[src/rtl/sflag_pkg.sv]
package sflag_pkg;
  localparam int WORD_W  = 32;
  localparam int NZCV_W  = 4;
  localparam int NZCV_LO = 28;
  localparam int Q_POS   = 27;
  localparam int GE_W    = 4;
  localparam int GE_LO   = 16;
  localparam int CC_W    = 4;

  localparam logic [WORD_W-1:0] ARITH_MASK = 32'hF000_0000;
  localparam logic [WORD_W-1:0] SAT_MASK   = 32'h0800_0000;
  localparam logic [WORD_W-1:0] GE_MASK    = 32'h000F_0000;
  localparam logic [WORD_W-1:0] FLAG_MASK  = ARITH_MASK | SAT_MASK | GE_MASK;
  localparam logic [WORD_W-1:0] READ_MASK  = 32'hF8FF_03DF;

  typedef enum logic [CC_W-1:0] {
    CC_EQ = 4'h0, CC_NE = 4'h1, CC_CS = 4'h2, CC_CC = 4'h3,
    CC_MI = 4'h4, CC_PL = 4'h5, CC_VS = 4'h6, CC_VC = 4'h7,
    CC_HI = 4'h8, CC_LS = 4'h9, CC_GE = 4'hA, CC_LT = 4'hB,
    CC_GT = 4'hC, CC_LE = 4'hD, CC_AL = 4'hE, CC_UN = 4'hF
  } cond_e;

  // place the three groups at their positions in a 32-bit word
  function automatic logic [WORD_W-1:0] pack_flags(
    input logic [NZCV_W-1:0] nzcv,
    input logic              q,
    input logic [GE_W-1:0]   ge
  );
    logic [WORD_W-1:0] w;
    w = '0;
    w[NZCV_LO +: NZCV_W] = nzcv;
    w[Q_POS]             = q;
    w[GE_LO +: GE_W]     = ge;
    return w;
  endfunction

  // true when the condition code is one that ignores the flags
  function automatic logic cc_ignores_flags(input logic [CC_W-1:0] cc);
    return (cc == CC_AL) || (cc == CC_UN);
  endfunction

  // condition predicate on N,Z,C,V (bit 3 = N)
  function automatic logic cond_holds(
    input logic [CC_W-1:0]   cc,
    input logic [NZCV_W-1:0] f
  );
    logic n, z, c, v, r;
    n = f[3]; z = f[2]; c = f[1]; v = f[0];
    case (cond_e'(cc))
      CC_EQ: r = z;
      CC_NE: r = !z;
      CC_CS: r = c;
      CC_CC: r = !c;
      CC_MI: r = n;
      CC_PL: r = !n;
      CC_VS: r = v;
      CC_VC: r = !v;
      CC_HI: r = c && !z;
      CC_LS: r = !c || z;
      CC_GE: r = (n == v);
      CC_LT: r = (n != v);
      CC_GT: r = !z && (n == v);
      CC_LE: r = z || (n != v);
      default: r = 1'b1;
    endcase
    return r;
  endfunction
endpackage

[src/rtl/sflag_arith_grp.sv]
module sflag_arith_grp
  import sflag_pkg::*;
(
  input  logic              clk,
  input  logic              rst,
  input  logic              full_we,
  input  logic [NZCV_W-1:0] full_nzcv,
  input  logic              alu_we,
  input  logic [NZCV_W-1:0] alu_nzcv,
  input  logic              mul_we,
  input  logic [1:0]        mul_nz,
  output logic [NZCV_W-1:0] nzcv_q
);
  logic              take_full, take_alu, take_mul;
  logic [NZCV_W-1:0] nzcv_d;

  assign take_full = full_we;
  assign take_alu  = alu_we && !full_we;
  assign take_mul  = mul_we && !alu_we && !full_we;

  always_comb begin
    nzcv_d = nzcv_q;
    if (take_full)     nzcv_d = full_nzcv;
    else if (take_alu) nzcv_d = alu_nzcv;
    else if (take_mul) nzcv_d = {mul_nz, nzcv_q[1:0]};
  end

  always_ff @(posedge clk) begin
    if (rst) nzcv_q <= '0;
    else     nzcv_q <= nzcv_d;
  end

  assert_arith_reset_R1: assert property (@(posedge clk)
    rst |=> nzcv_q == '0);

  assert_alu_all_four_R2: assert property (@(posedge clk) disable iff (rst)
    (alu_we && !full_we) |=> nzcv_q == $past(alu_nzcv));

  assert_mul_keeps_cv_R3: assert property (@(posedge clk) disable iff (rst)
    (mul_we && !alu_we && !full_we) |=>
      (nzcv_q[1:0] == $past(nzcv_q[1:0])) && (nzcv_q[3:2] == $past(mul_nz)));

  assert_full_wins_arith_R8: assert property (@(posedge clk) disable iff (rst)
    full_we |=> nzcv_q == $past(full_nzcv));

  assert_alu_over_mul_R9: assert property (@(posedge clk) disable iff (rst)
    (alu_we && mul_we && !full_we) |=> nzcv_q[1:0] == $past(alu_nzcv[1:0]));
endmodule

[src/rtl/sflag_sat_grp.sv]
module sflag_sat_grp
  import sflag_pkg::*;
(
  input  logic clk,
  input  logic rst,
  input  logic full_we,
  input  logic full_q,
  input  logic sat_we,
  input  logic sat_bit,
  output logic q_q
);
  logic sat_set, q_d;

  assign sat_set = sat_we && sat_bit && !full_we;

  always_comb begin
    q_d = q_q;
    if (full_we)      q_d = full_q;
    else if (sat_set) q_d = 1'b1;
  end

  always_ff @(posedge clk) begin
    if (rst) q_q <= 1'b0;
    else     q_q <= q_d;
  end

  assert_sat_reset_R1: assert property (@(posedge clk)
    rst |=> !q_q);

  assert_sat_sticky_R4: assert property (@(posedge clk) disable iff (rst)
    (q_q && !full_we) |=> q_q);

  assert_sat_sets_R4: assert property (@(posedge clk) disable iff (rst)
    (sat_we && sat_bit && !full_we) |=> q_q);

  assert_full_loads_q_R7: assert property (@(posedge clk) disable iff (rst)
    full_we |=> q_q == $past(full_q));
endmodule

[src/rtl/sflag_ge_grp.sv]
module sflag_ge_grp
  import sflag_pkg::*;
(
  input  logic            clk,
  input  logic            rst,
  input  logic            full_we,
  input  logic [GE_W-1:0] full_ge,
  input  logic            ge_we,
  input  logic [GE_W-1:0] ge_val,
  output logic [GE_W-1:0] ge_q
);
  logic            take_lane;
  logic [GE_W-1:0] ge_d;

  assign take_lane = ge_we && !full_we;

  always_comb begin
    ge_d = ge_q;
    if (full_we)        ge_d = full_ge;
    else if (take_lane) ge_d = ge_val;
  end

  always_ff @(posedge clk) begin
    if (rst) ge_q <= '0;
    else     ge_q <= ge_d;
  end

  assert_ge_reset_R1: assert property (@(posedge clk)
    rst |=> ge_q == '0);

  assert_ge_replace_R5: assert property (@(posedge clk) disable iff (rst)
    (ge_we && !full_we) |=> ge_q == $past(ge_val));

  assert_ge_hold_R5: assert property (@(posedge clk) disable iff (rst)
    (!ge_we && !full_we) |=> $stable(ge_q));

  assert_full_wins_ge_R8: assert property (@(posedge clk) disable iff (rst)
    full_we |=> ge_q == $past(full_ge));
endmodule

[src/rtl/sflag_cond_eval.sv]
module sflag_cond_eval
  import sflag_pkg::*;
(
  input  logic [CC_W-1:0]   cond_code,
  input  logic [NZCV_W-1:0] nzcv,
  output logic              flags_read,
  output logic              cond_pass
);
  logic [NZCV_W-1:0] nzcv_eff;

  // the always and unconditional codes read zero, not the flag group
  assign flags_read = !cc_ignores_flags(cond_code);
  assign nzcv_eff   = flags_read ? nzcv : '0;
  assign cond_pass  = cond_holds(cond_code, nzcv_eff);
endmodule

[src/rtl/status_flag_split.sv]
module status_flag_split
  import sflag_pkg::*;
(
  input  logic              clk,
  input  logic              rst,
  input  logic [WORD_W-1:0] ctrl_in,
  input  logic              full_we,
  input  logic [WORD_W-1:0] full_word,
  input  logic              alu_we,
  input  logic [NZCV_W-1:0] alu_nzcv,
  input  logic              mul_we,
  input  logic [1:0]        mul_nz,
  input  logic              sat_we,
  input  logic              sat_bit,
  input  logic              ge_we,
  input  logic [GE_W-1:0]   ge_val,
  input  logic [CC_W-1:0]   cond_code,
  output logic [WORD_W-1:0] status_rd,
  output logic [WORD_W-1:0] save_word,
  output logic              ctrl_wr_en,
  output logic [WORD_W-1:0] ctrl_wr_data,
  output logic              cond_pass
);
  logic [NZCV_W-1:0] nzcv_q;
  logic              q_q;
  logic [GE_W-1:0]   ge_q;
  logic [WORD_W-1:0] flag_word;
  logic              flags_read;

  sflag_arith_grp u_arith (
    .clk       (clk),
    .rst       (rst),
    .full_we   (full_we),
    .full_nzcv (full_word[NZCV_LO +: NZCV_W]),
    .alu_we    (alu_we),
    .alu_nzcv  (alu_nzcv),
    .mul_we    (mul_we),
    .mul_nz    (mul_nz),
    .nzcv_q    (nzcv_q)
  );

  sflag_sat_grp u_sat (
    .clk     (clk),
    .rst     (rst),
    .full_we (full_we),
    .full_q  (full_word[Q_POS]),
    .sat_we  (sat_we),
    .sat_bit (sat_bit),
    .q_q     (q_q)
  );

  sflag_ge_grp u_ge (
    .clk     (clk),
    .rst     (rst),
    .full_we (full_we),
    .full_ge (full_word[GE_LO +: GE_W]),
    .ge_we   (ge_we),
    .ge_val  (ge_val),
    .ge_q    (ge_q)
  );

  sflag_cond_eval u_cond (
    .cond_code  (cond_code),
    .nzcv       (nzcv_q),
    .flags_read (flags_read),
    .cond_pass  (cond_pass)
  );

  assign flag_word    = pack_flags(nzcv_q, q_q, ge_q);
  assign save_word    = ctrl_in | flag_word;
  assign status_rd    = save_word & READ_MASK;
  assign ctrl_wr_en   = full_we;
  assign ctrl_wr_data = full_word & ~(ARITH_MASK | SAT_MASK | GE_MASK);

  assert_ctrl_no_flags_R7: assert property (@(posedge clk) disable iff (rst)
    ctrl_wr_en |-> (ctrl_wr_data & FLAG_MASK) == '0);

  assert_always_passes_R11: assert property (@(posedge clk) disable iff (rst)
    !flags_read |-> cond_pass);

  assert_read_tracks_arith_R6: assert property (@(posedge clk) disable iff (rst)
    (ctrl_in[31:28] == '0) |-> status_rd[31:28] == nzcv_q);
endmodule

[config.mk]
export PLATFORM = sky130hd
export DESIGN_NAME = status_flag_split
export DESIGN_NICKNAME = d
export VERILOG_FILES = /design/src/rtl/sflag_pkg.sv /design/src/rtl/sflag_arith_grp.sv /design/src/rtl/sflag_sat_grp.sv /design/src/rtl/sflag_ge_grp.sv /design/src/rtl/sflag_cond_eval.sv /design/src/rtl/status_flag_split.sv
export SDC_FILE = /design/constraint.sdc
export NUM_CORES = 1
export LEC_CHECK = 0
export BUFFER_PORTS_ARGS = -buffer_cell sky130_fd_sc_hd__buf_2
export CORE_AREA = 2 2 72 74
export CTS_CLUSTER_DIAMETER = 40
export DETAILED_ROUTE_END_ITERATION = 10
export DIE_AREA = 0 0 74 76
export PLACE_DENSITY = 0.83
export SLEW_MARGIN = 10
export SYNTH_ARGS = -nofsm -noshare
export SYNTH_HDL_FRONTEND = slang
export SYNTH_HIERARCHICAL = 1
export SYNTH_SLANG_ARGS = --single-unit
[constraint.sdc]
create_clock -name clk -period 2 [get_ports clk]
set_input_delay 0.4 -clock clk [delete_from_list [all_inputs] [get_ports clk]]
set_output_delay 0.4 -clock clk [all_outputs]
set_load 0.005 [all_outputs]
# [Word-level counts from Yosys, hierarchy flattened]
# Cells that the tools add are included.
[op_classes] n_eq_ne=17 reduce_logical=22 mux=9 bitwise=1
[op_table] operator="4-bit == test (second input constant)" n=8
[op_table] operator="32-bit bitwise OR" n=1
[op_table] operator="4-bit 2-to-1 mux" n=6
[op_table] operator="4-bit by 3-bit == test with 1-bit output (second input constant)" n=4
[op_table] operator="1-bit one-hot mux with 14 select lines" n=1
[op_table] operator="4-bit by 2-bit == test with 1-bit output (second input constant)" n=2
[op_table] operator="1-bit logical AND" n=8
[op_table] operator="1-bit zero test" n=6
[op_table] operator="2-bit nonzero test" n=3
[op_table] operator="4-bit by 1-bit == test with 1-bit output (second input constant)" n=1
[op_table] operator="4-bit zero test" n=1
[op_table] operator="1-bit logical OR" n=3
[op_table] operator="3-bit nonzero test" n=1
[op_table] operator="1-bit 2-to-1 mux" n=2
[op_table] operator="1-bit == test" n=1
[op_table] operator="1-bit != test" n=1
[word_totals] inputBits=86 output_inout_bits=98 elab_cells=53 register_bits=9

# [Logic depth before layout (Yosys ltp)]
# Gate-level depths: netlist of the first run.
[logic_depth] word_depth=6 mapped_depth=5 mapped_depth_nobuf=4

# [Modules after synthesis]
# Netlist of the first run, hierarchy kept.
[by_module_without_submodules] module="status_flag_split" instances=1 area_each_um2=720.7 seq_area_each_um2=0.0 cells_each=98
[by_module_without_submodules] module="sflag_arith_grp" instances=1 area_each_um2=205.2 seq_area_each_um2=80.1 cells_each=20
[by_module_without_submodules] module="sflag_ge_grp" instances=1 area_each_um2=190.2 seq_area_each_um2=80.1 cells_each=18
[by_module_without_submodules] module="sflag_cond_eval" instances=1 area_each_um2=133.9 seq_area_each_um2=0.0 cells_each=18
[by_module_without_submodules] module="sflag_sat_grp" instances=1 area_each_um2=48.8 seq_area_each_um2=20.0 cells_each=4

# [Least setup slack after synthesis of the first run]
# No wires, ideal clock.
[synth_path] path_kind="input to output" from="in cond_code[2]" to="out cond_pass" path_slack_ns=0.208 cell_stages=4 arrival_time_ns=1.392 n_path_buf=1 t_required_ns=1.600 cell_sequence="clkbuf_2 -> mux4_2 -> xor2_1 -> o32a_2"
[synth_via] elab_chain_len=6 word_cells_on_any_way=29 cone_classes="eq/ne: 17; mux: 2; reduce/logical: 10"
[synth_lines] item="start: declaration" line_no="status_flag_split.sv:17" source="input logic [CC_W-1:0] cond_code,"
[synth_lines] item="4-bit == test" line_no="sflag_pkg.sv:39" source="return (cc == CC_AL) || (cc == CC_UN);"
[synth_lines] item="1-bit logical OR" line_no="sflag_pkg.sv:39"
[synth_lines] item="4-bit 2-to-1 mux" line_no="sflag_cond_eval.sv:13" source="assign nzcv_eff = flags_read ? nzcv : '0;"
[synth_lines] item="1-bit != test (tied with other cells)" line_no="sflag_pkg.sv:61, sflag_pkg.sv:63"
[synth_lines] item="1-bit logical OR (tied with other cells)" line_no="sflag_pkg.sv:63" source="CC_LE: r = z || (n != v);"
[synth_lines] item="1-bit one-hot mux with 14 select lines (*)" line_no="sflag_pkg.sv:49" source="case (cond_e'(cc))"
[synth_lines] item="end: declaration" line_no="status_flag_split.sv:22" source="output logic cond_pass"
# Every way passes the cells marked *; elsewhere a longest branch is shown, timed or not.

# [Worst setup path in the final report of the first run]
[layout_path] from="reg u_arith.nzcv_q[0]" to="out cond_pass"
[layout_via] elab_chain_len=4 word_cells_on_any_way=7 cone_classes="eq/ne: 2; mux: 2; reduce/logical: 3"
[layout_lines] item="start: declaration" line_no="sflag_arith_grp.sv:12" source="output logic [NZCV_W-1:0] nzcv_q"
[layout_lines] item="start signal: assignment" line_no="sflag_arith_grp.sv:30" source="else nzcv_q <= nzcv_d;"
[layout_lines] item="4-bit 2-to-1 mux (*)" line_no="sflag_cond_eval.sv:13"
[layout_lines] item="1-bit != test / 1-bit == test (equally long branches)"
[layout_lines] item="1-bit logical OR / 1-bit logical AND (equally long branches)" line_no="sflag_pkg.sv:63, sflag_pkg.sv:62"
[layout_lines] item="1-bit one-hot mux with 14 select lines (*)" line_no="sflag_pkg.sv:49"
# Marked as above.

==> flow_metrics.tcl, run 1 <==
set metrics [dict create \
    status "finished, violations left" \
    violations "setup timing" \
    max_stage_delay_ns 0.46 \
    n_antenna_cell 0 \
    stdcell_count 219 \
    power_density_nw_per_um2 507.4 \
    rsz0062_at_grt "true" \
    die_area_um2 5624 \
    dp_slack_ns 0.04399 \
    endpoint_kind "output port" \
    leakage_uw 0.0005597 \
    drt-total-wl_um 2411 \
    yosysWarnings 6 \
    hp-class "input pin to register" \
    htreeDepth 1 \
    cp_cell_sequence "nor2b_4 > mux4_2 > xor2_1 > o32a_2 > buf_2" \
    whs_ns 0.4175 \
    gr-total-overflow 0 \
    critPathTopFamily "multiplexers" \
    clock-sinks 9 \
    fmax_mhz 498.4 \
    ios 184 \
    dpl.cell_count 214 \
    row_count 26 \
    vias 836 \
    cts_buffers 3 \
    total_power_uw 591.1 \
    min_period_ns 2.007 \
    grt_pass1_vias 770 \
    syn_area_um2 1294 \
    drv_cap 0 \
    core_area_um2 4912 \
    root_buffer "clkbuf_8" \
    drt_iter0_markers 3 \
    hpwl_um 2042 \
    timing.final.ws_setup_ns -0.006569 \
    grt_pass1_wl_um 3629 \
    grt_start_max_net_pins 17 \
    setup_tns_ns -0.006569 \
    grt.total_usage_pct 8.163 \
    finalSetupViolations 1 \
    drc 0 \
    drive_gt1_share_pct 50.34 \
    cts_hold_buf 0 \
    startpoint_type "register" \
    clock_latency_ns 0.22 \
    tritoncts "done" \
    io_buffer_count 59 \
    path_buf_inv 1 \
    cp.arrival_ns 1.61 \
    ant_nets 0 \
    finalWeightedCongestion 0.7405 \
    skew_ns 0 \
    synthCells 157 \
    grt_antenna_before_repair 0 \
    slowest_stage "mux4_2" \
    ir_worst_vdd_mv 0.2203 \
    syn-mean-instance-area_um2 8.240 \
    die_y_um 76 \
    finalHoldViolCount 0 \
    areaGrowthSynthToFinish_pct -9.961 \
    critPathKind "register to output port" \
    cp_max_fo 3 \
    path_clk_slew_ns 0.04 \
    wl_per_cell_um 11.01 \
    fin_crit_sh_pct 100.3 \
    die_x_um 74 \
    clock_path_buffers 2 \
    worst-endpoint-required_ns 1.60 \
    report.final.slew_viol_count 0 \
    final_nets 236 \
    dr.pass1.iters 3 \
    vias_per_cell 3.817 \
    start_util_pct 26.34 \
]
[flip-flops by register name (all words and copies together) (netlist names)]
register / cells
u_arith/nzcv_q: 4
u_ge/ge_q: 4
u_sat/q_q: 1
[per-stage QoR]
stage	instance area [µm²]	util, %
CTS	1135	23.10
detailed placement	1067	21.73
global placement	1067	21.73
finish	1165	23.71
floorplan	1361	-
global route	1165	23.71
[tightest hold or removal path, stage by stage]
cell     delay, ns
buf_2         0.07
nor2b_1       0.04
nor3_2        0.09
[report_power, final]
| group | leakage, µW | switching (µW) | internal, µW |
|---|---|---|---|
| registers | 0.0000765 | 13.6 | 194 |
| logic | 0.000461 | 81.6 | 95.8 |
| clock network | 0.0000228 | 67.4 | 139 |
[routing by layer]
layer / GRT usage [%] / vias up / part of all wire (%)
li1: - / 395 / -
met1: 9.223 / 373 / 39
met2: 13.04 / 52 / 48
met3: 2.381 / 16 / 9.7
met4: 5.273 / 0 / 3.4
met5: 0 / - / 0
[what timing repair did]
item / in CTS / in global routing
resized for setup: 5 / 7
endpoints found under the setup margin: 1 / 1
pin swaps: 2 / 2
setup buffers: 1 / 0
[area by class of cell]
class	instances	area, µm²
fillers	552	3747
multi-input cells	74	533.0
well taps	70	87.58
repair buffers	60	302.8
clock buffers	4	45.04
flip-flops and latches	9	188.9
inverters	2	7.507
[path summary, 6_finish.rpt]
path / cells past startpoint / startpoint / slack (ns) / to
min: 3 / full_word[27] / 0.42 / u_sat/q_q
max: 5 / u_arith/nzcv_q[0] / -0.007 / cond_pass
min reg2reg: 2 / u_sat/q_q / 0.55 / u_sat/q_q
max reg2reg: 3 / u_arith/nzcv_q[0] / 1.17 / u_arith/nzcv_q[0]
[layout by cell type, fill, tap and decap left out, types with 2 or more instances in the layout]
cell	n
nand2_1	3
or2_1	9
a211oi_1	6
nor2b_1	7
dfxtp_1	6
o221ai_1	2
conb_1	19
or4bb_1	2
clkbuf_8	3
dfxtp_4	2
mux2i_1	8
inv_1	2
buf_2	59
o21ai_0	2
(Power assumes the default switching activity.)
==> run 2: changes to the inputs <==
==> constraint.sdc (replaced) <==
create_clock -name clk -period 2 [get_ports clk]
set_input_delay 0.4 -clock clk [delete_from_list [all_inputs] [get_ports clk]]
set_output_delay 0.4 -clock clk [all_outputs]
set_load 0.1 [all_outputs]
==> run 2 against run 1 <==
Effect of this change:
- the run still ends with setup timing left
- critical endpoint unchanged
- critical path depth unchanged
- largest power group is now combinational logic
- hold slack about the same
- via count up 4.5%
- sequential share of layout area down 0.98 points
- worst setup slack worse by 0.086 ns
- final cell count up 2.7%
- maximum frequency down 4.1%
==> flow_metrics.tcl, run 2 (same netlist as run 1, synthesis figures left out) <==
set metrics [dict create \
    stdcell_count 225 \
    total_power_uw 1001 \
    vias_per_cell 3.884 \
    grt_antenna_before_repair 0 \
    cp_max_fo 3 \
    r2r_start "u_arith/nzcv_q[1]" \
    final_nets 242 \
    areaGrowthSynthToFinish_pct -4.836 \
    clock-sinks 9 \
    vias 874 \
    ant_nets 0 \
    whs_path_depth 3 \
    wl_per_cell_um 11.64 \
    report.final.slew_viol_count 0 \
    cp.arrival_ns 1.69 \
    timing.final.ws_setup_ns -0.09214 \
    reg_top3 "u_arith/nzcv_q (4), u_ge/ge_q (4), u_sat/q_q (1)" \
    power_density_nw_per_um2 812.8 \
    io_buffer_count 59 \
    cts_hold_buf 0 \
    final_common_cell "buf_2" \
    rsz0062_at_grt "true" \
    hpwl_um 2251 \
    fillers 535 \
    cts_buffers 3 \
    violations "setup timing" \
    die_x_um 74 \
    worst-endpoint-required_ns 1.60 \
    grt.total_usage_pct 9.117 \
    hp-class "input pin to register" \
    fmax_mhz 478.0 \
    cp-startpoint "u_arith/nzcv_q[0]" \
    die_area_um2 5624 \
    finalHoldViolCount 0 \
    fin_crit_sh_pct 104.6 \
    die_y_um 76 \
    setup_tns_ns -0.09214 \
    drv_cap 0 \
    root_buffer "clkbuf_8" \
    leakage_uw 0.0005981 \
    grt_start_max_net_pins 17 \
    min_period_ns 2.092 \
    critPathKind "register to output port" \
    hold_start "full_word[27]" \
    grt_pass1_wl_um 3988 \
    skew_ns 0 \
    drt-total-wl_um 2619 \
    gr-total-overflow 0 \
    status "finished, violations left" \
    rr_worst_depth 3 \
    n_antenna_cell 0 \
    rrSetupSlack_ns 1.16 \
    drc 0 \
    clock_path_buffers 2 \
    endpoint_kind "output port" \
    finalSetupViolations 1 \
    start_util_pct 26.34 \
    worst_r2r_endpoint "u_arith/nzcv_q[1]" \
    path_clk_slew_ns 0.05 \
    dpl.cell_count 220 \
    finalWeightedCongestion 0.6954 \
    ir_worst_vdd_mv 0.1605 \
    tritoncts "done" \
    whs_ns 0.4180 \
    min_to "u_sat/q_q" \
    startpoint_type "register" \
    drive_gt1_share_pct 52.90 \
    drt_iter0_markers 16 \
    htreeDepth 1 \
    layout_common_cells "buf_2, conb_1, or2_1" \
    clock_latency_ns 0.23 \
    grt_pass1_vias 886 \
    core_area_um2 4912 \
    row_count 26 \
    ios 184 \
    dr.pass1.iters 4 \
]
## run 2: repair_timing
item,4_1_cts,5_1_grt
gates resized for setup,8,3
endpoints found under the setup margin,1,1
buffers inserted,1,0
pin swaps,4,3
endpoints found under the hold margin,0,0
## run 2: worst max-delay path, cell delays in order (launching register included)
cell and delay (ns):
dfxtp_4 0.35, nor2b_1 0.12, mux4_2 0.47, xor2_1 0.17
o32a_4 0.19, buf_12 0.16
## run 2: worst max path at each step
stage               cells after the start  slack [ns]   endpoint
finish                                  5       -0.09  cond_pass
global route                            5       -0.13  cond_pass
CTS                                     5       -0.13  cond_pass
detailed placement                      5       -0.09  cond_pass
global placement                        5      -0.008  cond_pass
floorplan                               5        0.02  cond_pass
## run 2: through the flow
step | util, % | setup slack, ns | area [µm²]
3_3_place_gp | 23.18 | -0.007774 | 1139
5_1_grt | 25.06 | -0.1345 | 1231
4_1_cts | 24.94 | -0.1290 | 1225
3_5_place_dp | 23.18 | -0.08877 | 1139
2_1_floorplan | - | 0.01638 | 1373
6_report | 25.06 | -0.09214 | 1231
## run 2: layout make-up
class | instances | area, µm² | area share (%)
Clock buffer | 4 | 45.04 | 3.659
Inverter | 2 | 7.507 | 0.6098
Multi-Input combinational cell | 74 | 540.5 | 43.90
Sequential cell | 9 | 187.7 | 15.24
Tap cell | 70 | 87.58 | 7.114
Timing Repair Buffer | 66 | 362.8 | 29.47
## run 2: where the power goes
part           switching, µW  internal [µW]  total (µW)
clock                   70.6            139         209
combinational            468            117         584
sequential              12.0            195         207
## run 2: routing by layer
metal | GRT usage [%] | wire, µm | vias to the layer above
met5 | 0 | 0 | -
met3 | 2.646 | 296 | 34
met4 | 8.000 | 162 | 0
met1 | 9.378 | 987 | 382
met2 | 14.55 | 1172 | 48
li1 | - | - | 410
==> run 3: changes to the inputs <==
Clock period 2 ns to 2.39 ns, I/O delays scaled along.
==> run 3 against run 2 <==
Effect of this change:
- the flow now finishes without violations
- sequential power decreased by 16%
- sequential share of layout area increased by 0.74 points
- combinational power decreased by 20%
- clock skew unchanged
- global-route usage decreased by 1.4 points
- critical path type unchanged
- non-clock buffer count decreased by 7
- routed wire length decreased by 11%
==> flow_metrics.tcl, run 3 (same netlist as run 1, synthesis figures left out) <==
set metrics [dict create \
    status "complete, no violations" \
    grt_use_met3_pct 2.646 \
    htreeDepth 1 \
    grt_start_max_net_pins 17 \
    grt_antenna_before_repair 0 \
    drt_iter0_markers 4 \
    path_buf_inv 1 \
    core_area_um2 4912 \
    ctsResizeCount 0 \
    grt_pass1_wl_um 3408 \
    path_clk_slew_ns 0.04 \
    gr-total-overflow 0 \
    report.final.slew_viol_count 0 \
    slowest_stage "or3b_2" \
    grt_pass1_vias 704 \
    finalHoldViolCount 0 \
    drc 0 \
    use_met1_pct 8.769 \
    wl_per_cell_um 10.67 \
    clock-sinks 9 \
    layout_common_cells "buf_2, conb_1, or2_1, dfxtp_1" \
    use_met2_pct 11.52 \
    start_util_pct 26.34 \
    stdcell_count 218 \
    root_buffer "clkbuf_8" \
    cts_hold_buf 0 \
    endpoint_kind "output port" \
    vias_per_cell 3.702 \
    die_area_um2 5624 \
    p_sw_share_pct 55.39 \
    switchingPower_uw 448.8 \
    regArea_um2 180.2 \
    die_x_um 74 \
    power.share.combinational_pct 57.6 \
    ios 184 \
    n_antenna_cell 0 \
    startpoint_type "register" \
    rr_worst_depth 2 \
    finalSetupViolations 0 \
    cp.arrival_ns 1.80 \
    cts_buffers 3 \
    worst-endpoint-required_ns 1.91 \
    cp_max_fo 4 \
    final_nets 235 \
    fmax_mhz 438.1 \
    whs_path_depth 3 \
    drv_cap 0 \
    power_density_nw_per_um2 718.6 \
    reg_top3 "u_arith/nzcv_q (4), u_ge/ge_q (4), u_sat/q_q (1)" \
    timing.final.ws_setup_ns 0.1077 \
    hpwl_um 1999 \
    p_clk_share_pct 21.1 \
    seqPwrFrac_pct 21.4 \
    final_common_cell "buf_2" \
    top_usage_layer "met2" \
    clock_path_buffers 2 \
    tritoncts "done" \
    fin_crit_sh_pct 95.50 \
    whs_ns 0.4952 \
    dpl.cell_count 214 \
    critPathKind "register to output port" \
    fillers 545 \
    ir_worst_vdd_mv 0.1914 \
    crit_cells 5 \
    p_int_uw 361.4 \
    cts_setup_buffers 0 \
    die_y_um 76 \
    io_buffer_count 59 \
    clock_latency_ns 0.23 \
    drt-total-wl_um 2326 \
    setup_tns_ns 0 \
    min_period_ns 2.282 \
    vias 807 \
    leakage_uw 0.0005523 \
    row_count 26 \
    dp_slack_ns 0.1596 \
    drive_gt1_share_pct 45.27 \
    finalWeightedCongestion 0.7899 \
    multi_input_area_um2 496.7 \
    critPathTopFamily "simple AND/OR/NAND/NOR gates" \
    areaGrowthSynthToFinish_pct -12.86 \
    skew_ns 0 \
    grt.total_usage_pct 7.670 \
    hp-class "input pin to register" \
    cp_cell_sequence "xor2_1 > or3b_2 > a31oi_1 > o32a_2 > buf_12" \
    rsz0062_at_grt "false" \
    ant_nets 0 \
    max_stage_delay_ns 0.45 \
    dr.pass1.iters 4 \
]
-- run 3: per-stage QoR --
step           cell area [µm²]  util, %  power (µW)
6_report                  1127    22.95       810.1
5_1_grt                   1127    22.95       845.8
4_1_cts                   1127    22.95       819.0
3_5_place_dp              1082    22.03       643.2
3_3_place_gp              1082    22.03       639.3
2_1_floorplan             1361        -        1067
-- run 3: layout make-up --
type                    instances  share of cell area [%]
inverters                       2                  0.6659
flip-flops and latches          9                   15.98
well taps                      70                   7.769
multi-input cells              74                   44.06
repair buffers                 59                   27.53
clock buffers                   4                   3.996
-- run 3: final timing paths --
path                     start           endpoint  slack, ns
max          u_arith/nzcv_q[3]          cond_pass       0.11
min              full_word[27]          u_sat/q_q       0.50
max reg2reg  u_arith/nzcv_q[3]  u_arith/nzcv_q[3]       1.52
min reg2reg          u_sat/q_q          u_sat/q_q       0.55
-- run 3: worst min-delay path, stage by stage --
cell     delay, ns
buf_2         0.07
nor2b_1       0.04
nor3_2        0.08
-- run 3: power by group through the flow --
| stage | logic [µW] | clock network, µW | registers (µW) |
|---|---|---|---|
| 5_1_grt | 484 | 186 | 175 |
| 6_report | 466 | 171 | 173 |
| 4_1_cts | 468 | 178 | 173 |
| 2_1_floorplan | 896 | 0 | 171 |
| 3_3_place_gp | 463 | 0 | 176 |
| 3_5_place_dp | 467 | 0 | 176 |
-- run 3: metal layers --
metal | wire length, µm | vias to the layer above
met3 | 256 | 16
met2 | 1079 | 58
met4 | 82 | 0
met1 | 907 | 339
li1 | - | 394
met5 | 0 | -
